### config.mk
export PLATFORM = sky130hd
export DESIGN_NAME = uart_modem_status
export DESIGN_NICKNAME = d
export VERILOG_FILES = /design/src/rtl/msr_pkg.sv /design/src/rtl/msr_sync.sv /design/src/rtl/msr_flag.sv /design/src/rtl/uart_modem_status.sv
export SDC_FILE = /design/constraint.sdc
export NUM_CORES = 1
export LEC_CHECK = 0
export BUFFER_PORTS_ARGS = -buffer_cell sky130_fd_sc_hd__buf_2
export CAP_MARGIN = 20
export CORE_MARGIN = 10
export CORE_UTILIZATION = 47
export DETAILED_ROUTE_END_ITERATION = 12
export GPL_TIMING_DRIVEN = 0
export HOLD_SLACK_MARGIN = 0.15
export PLACE_DENSITY = 0.81
export SLEW_MARGIN = 20
export SYNTH_ARGS = -nofsm -noshare
export SYNTH_HDL_FRONTEND = slang
export SYNTH_HIERARCHICAL = 1
export SYNTH_SLANG_ARGS = --single-unit
### constraint.sdc
create_clock -name clk -period 2.9 [get_ports clk]
set_clock_uncertainty 0.15 [all_clocks]
set_input_delay 0.58 -clock clk [delete_from_list [all_inputs] [get_ports clk]]
set_output_delay 0.58 -clock clk [all_outputs]
set_load 0.02 [all_outputs]
### src/rtl/msr_pkg.sv
package msr_pkg;
    localparam int NUM_LINES = 4;
    localparam int BYTE_W    = 8;

    typedef enum logic {
        FLAG_IDLE    = 1'b0,
        FLAG_PENDING = 1'b1
    } flag_state_e;

    typedef enum logic {
        EDGE_ANY  = 1'b0,
        EDGE_FALL = 1'b1
    } edge_kind_e;
endpackage

### src/rtl/msr_sync.sv
module msr_sync #(
    parameter int   STAGES    = 2,
    parameter logic RESET_VAL = 1'b1
) (
    input  logic clk,
    input  logic rst_n,
    input  logic d,
    output logic q
);
    logic [STAGES-1:0] chain_q;

    always_ff @(posedge clk or negedge rst_n) begin
        if (!rst_n) chain_q <= {STAGES{RESET_VAL}};
        else        chain_q <= {chain_q[STAGES-2:0], d};
    end

    assign q = chain_q[STAGES-1];
endmodule

### src/rtl/msr_flag.sv
module msr_flag
    import msr_pkg::*;
#(
    parameter edge_kind_e KIND = EDGE_ANY
) (
    input  logic clk,
    input  logic rst_n,
    input  logic level,
    input  logic rd_clr,
    output logic flag
);
    flag_state_e state_q, state_d;
    logic        prev_q;
    logic        hit;

    generate
        if (KIND == EDGE_FALL) begin : g_fall
            assign hit = prev_q & ~level;
        end else begin : g_any
            assign hit = prev_q ^ level;
        end
    endgenerate

    always_ff @(posedge clk or negedge rst_n) begin
        if (!rst_n) begin
            state_q <= FLAG_IDLE;
            prev_q  <= 1'b0;
        end else begin
            state_q <= state_d;
            prev_q  <= level;
        end
    end

    always_comb begin
        state_d = state_q;
        unique case (state_q)
            FLAG_IDLE: begin
                if (hit) state_d = FLAG_PENDING;            // SET
            end
            FLAG_PENDING: begin
                if (!hit && rd_clr) state_d = FLAG_IDLE;    // CLEAR
            end
            default: state_d = FLAG_IDLE;
        endcase
        flag = (state_q == FLAG_PENDING);
    end


    set_wins_chk: assert property (@(posedge clk) disable iff (!rst_n)
        hit |=> flag);


    read_clears_chk: assert property (@(posedge clk) disable iff (!rst_n)
        (rd_clr && !hit) |=> !flag);


    quiet_hold_chk: assert property (@(posedge clk) disable iff (!rst_n)
        (!rd_clr && !hit) |=> (flag == $past(flag)));
endmodule

### src/rtl/uart_modem_status.sv
module uart_modem_status
    import msr_pkg::*;
#(
    parameter int SYNC_STAGES = 2
) (
    input  logic              clk,
    input  logic              rst_n,
    input  logic              cd_n,
    input  logic              ri_n,
    input  logic              dsr_n,
    input  logic              cts_n,
    input  logic              loop_en,
    input  logic [3:0]        mdm_ctl,
    input  logic              reg_sel,
    input  logic              rd_stb,
    input  logic              wr_stb,
    input  logic [BYTE_W-1:0] wr_data,
    output logic [BYTE_W-1:0] rd_data,
    output logic [BYTE_W-1:0] feat_ctl,
    output logic              msi_irq
);
    localparam int CD_IDX  = 3;
    localparam int RI_IDX  = 2;
    localparam int DSR_IDX = 1;
    localparam int CTS_IDX = 0;

    logic [NUM_LINES-1:0] pin_n;
    logic [NUM_LINES-1:0] pin_sync_n;
    logic [NUM_LINES-1:0] loop_src;
    logic [NUM_LINES-1:0] line_state;
    logic [NUM_LINES-1:0] flags;
    logic                 rd_hit;
    logic                 wr_hit;
    logic [BYTE_W-1:0]    feat_q;

    assign pin_n = {cd_n, ri_n, dsr_n, cts_n};

    genvar gi;
    generate
        for (gi = 0; gi < NUM_LINES; gi++) begin : g_line
            msr_sync #(.STAGES(SYNC_STAGES), .RESET_VAL(1'b1)) u_sync (
                .clk   (clk),
                .rst_n (rst_n),
                .d     (pin_n[gi]),
                .q     (pin_sync_n[gi])
            );
            msr_flag #(.KIND(gi == RI_IDX ? EDGE_FALL : EDGE_ANY)) u_flag (
                .clk    (clk),
                .rst_n  (rst_n),
                .level  (line_state[gi]),
                .rd_clr (rd_hit),
                .flag   (flags[gi])
            );
        end
    endgenerate

    // loopback wiring: CD<-OP2, RI<-OP1, DSR<-DTR, CTS<-RTS
    assign loop_src[CD_IDX]  = mdm_ctl[3];
    assign loop_src[RI_IDX]  = mdm_ctl[2];
    assign loop_src[DSR_IDX] = mdm_ctl[0];
    assign loop_src[CTS_IDX] = mdm_ctl[1];

    assign line_state = loop_en ? loop_src : ~pin_sync_n;

    assign rd_hit = rd_stb & reg_sel;
    assign wr_hit = wr_stb & reg_sel;

    always_ff @(posedge clk or negedge rst_n) begin
        if (!rst_n)      feat_q <= '0;
        else if (wr_hit) feat_q <= wr_data;
    end

    assign rd_data  = {line_state, flags};
    assign feat_ctl = feat_q;
    assign msi_irq  = |flags;


    feat_load_chk: assert property (@(posedge clk) disable iff (!rst_n)
        wr_hit |=> (feat_ctl == $past(wr_data)));


    feat_keep_chk: assert property (@(posedge clk) disable iff (!rst_n)
        !wr_hit |=> $stable(feat_ctl));


    irq_quiet_chk: assert property (@(posedge clk) disable iff (!rst_n)
        !msi_irq |-> (rd_data[3:0] == 4'h0));


    ri_rise_ignored_chk: assert property (@(posedge clk) disable iff (!rst_n)
        (!rd_hit && !rd_data[2] && !$past(line_state[RI_IDX]) && line_state[RI_IDX])
        |=> !rd_data[2]);
endmodule

==> results.json <==
{
  "status": "completed",
  "nets": 121,
  "grt_pass1_vias": 543,
  "grt_max_degree": 25,
  "fillers": 135,
  "cts_root_buf": "clkbuf_4",
  "crit_fanout": 3,
  "path_cells": "or4_1 -> buf_2",
  "dpl_cell_area_um2": 1050,
  "design_power_total_w": 0.000752,
  "yosys_warnings": 6,
  "route.vias.total": 538,
  "cts_buffer_depth": 2,
  "worst_pin_slew_ns": 0.483,
  "drv_cap": 0,
  "antennaDiodeCount": 0,
  "dp_hpwl_um": 1330,
  "synth_fp_nets": 77,
  "clock_latency_ns": 0.31,
  "cts_made_buffers": 3,
  "area_delta_synth_final_pct": 34.3,
  "path_buf_inv": 1,
  "via_per_inst": 4.37,
  "worst_setup_path_end_kind": "output pin",
  "slew_headroom": 0.678,
  "grt.total_usage": 0.0829,
  "cpPeakStageDelay_ns": 0.50,
  "drc_errors": 0,
  "placeableCoreArea_um2": 1710,
  "final-seq-area_um2": 611,
  "peakVddDrop_uv": 383,
  "place_ws_ns": 0.852,
  "die_h_um": 62.0,
  "finalSetupViolations": 0,
  "hold_viol": 0,
  "gp_congestion": 0.668,
  "totalWireLength_um": 1570,
  "ys_seq_area_frac": 0.737,
  "drive_gt1_frac": 0.612,
  "fin_crit_ns": 2.11,
  "cp_top_family": "simple AND/OR/NAND/NOR gates",
  "start_kind": "flop",
  "path_class": "flop to output pin",
  "rows": 15,
  "portBuffers": 38,
  "slowest_stage": "or4_1",
  "clk_pin_slew_ns": 0.12,
  "cts.sinks": 24,
  "io_pins": 39,
  "post-route-util": 0.651,
  "rsz0062_at_grt": "no",
  "die_w_um": 62.0,
  "power_density_nw_per_um2": 676,
  "critPathRequiredTime_ns": 2.17,
  "htreeDepth": 1,
  "synth_area_um2": 828,
  "grt_overflow": 0,
  "fmax_mhz": 473,
  "multi_input_area_um2": 199,
  "fin_ws_ns": 0.786,
  "final_cell_mix": "buf_2, dfrtp_1, mux2_2, dfstp_2, inv_1",
  "finalMaxSlewViolations": 0,
  "antenna_found_initial": 0,
  "critical_path_arrival_ns": 1.38,
  "syn_inst": 55,
  "holdCritPathClass": "primary input to flop",
  "layout_commonest_cell": "buf_2",
  "final_cell_area_um2": 1110,
  "syn_area_per_cell_um2": 15.1,
  "routedWlPerCell_um": 12.8,
  "dr.first_iter.drc_count": 8,
  "cts_tree": "yes",
  "start_util": 0.485,
  "fin_crit_sh": 0.729,
  "leakage_nw": 0.546,
  "ys_ff_latch": 24,
  "detail-route-antenna-nets": 0,
  "firstDrtPassIters": 2,
  "grt_pass1_wl_um": 2320,
  "die_area_um2": 3840,
  "setup-tns-final_ns": 0,
  "ys_types": 12
}
## routing by layer
| layer | share of wire | global-route usage | up-vias |
|---|---|---|---|
| li1 | - | - | 269 |
| met1 | 0.33 | 0.0767 | 247 |
| met2 | 0.56 | 0.145 | 18 |
| met3 | 0.097 | 0.0407 | 4 |
| met4 | 0.016 | 0.0478 | 0 |
| met5 | 0 | 0 | - |
## cells by family after synthesis
family,share of synthesized area
AOI/OAI and AO/OA,0.0574
buffers and inverters,0.0227
and+or+nand+nor,0.0423
muxes,0.109
DFF,0.737
xor gates and xnor gates,0.0317
## synth_stat cells
cell	n	share of area
dfstp_2	8	0.25
nand2_2	1	0.0076
xnor2_1	3	0.032
dfrtp_1	16	0.48
nand2_1	4	0.018
o21ai_1	3	0.018
and2_1	1	0.0076
o21ai_0	4	0.024
o22ai_2	1	0.015
or4_1	1	0.0091
mux2_2	8	0.11
inv_1	5	0.023
## final cells by class
type	instances	area share
sequential	24	0.549
tap	25	0.0281
multi-input combinational	26	0.179
clock inverter	1	0.0270
inverter	5	0.0169
timing repair buffer	39	0.180
clock buffer	3	0.0202
## power breakdown
part           leakage [nW]  switching, W  internal (W)  total [W]
Sequential            0.267     0.0000140      0.000373   0.000387
Clock                0.0279     0.0000943      0.000140   0.000234
Combinational         0.251     0.0000769     0.0000540   0.000131
## worst register-to-register path: stages, from the launching register on
cell	delay, ns
dfstp_2	0.53
o21ai_0	0.14
xnor2_1	0.20
o21ai_1	0.08
## timing repair
item	CTS	global route
hold endpoints to repair	16	0
buffers inserted	0	0
hold buffers	1	0
resized for setup	0	0
## sequential cells by signal, summed over array words and instances, names as in the netlist
register / count
feat_ctl: 8
g_line.u_sync/chain_q: 8
g_line.u_flag/flag: 4
g_line.u_flag/prev_q: 4
## through the flow
stage / cells / hold WS (ns)
after floorplan: 55 / 0.134
after global placement: 118 / 0.195
after detailed placement: 118 / 0.199
after CTS: 123 / 0.186
after global routing: 123 / 0.176
final: 123 / 0.200
## path summary, 6_finish.rpt
kind,startpoint,end,slack [ns],cells past startpoint
min,cts_n,g_line[0].u_sync/chain_q[0],0.20,1
min in group asynchronous,rst_n,g_line[0].u_flag/flag,0.59,2
max reg2reg,g_line[1].u_sync/chain_q[1],g_line[1].u_flag/flag,1.69,3
max,g_line[1].u_flag/flag,msi_irq,0.79,2
max in group asynchronous,rst_n,g_line[2].u_sync/chain_q[0],1.65,2
min reg2reg,g_line[0].u_sync/chain_q[0],g_line[0].u_sync/chain_q[1],0.22,0
No activity file was read; power rests on OpenSTA's default activity.
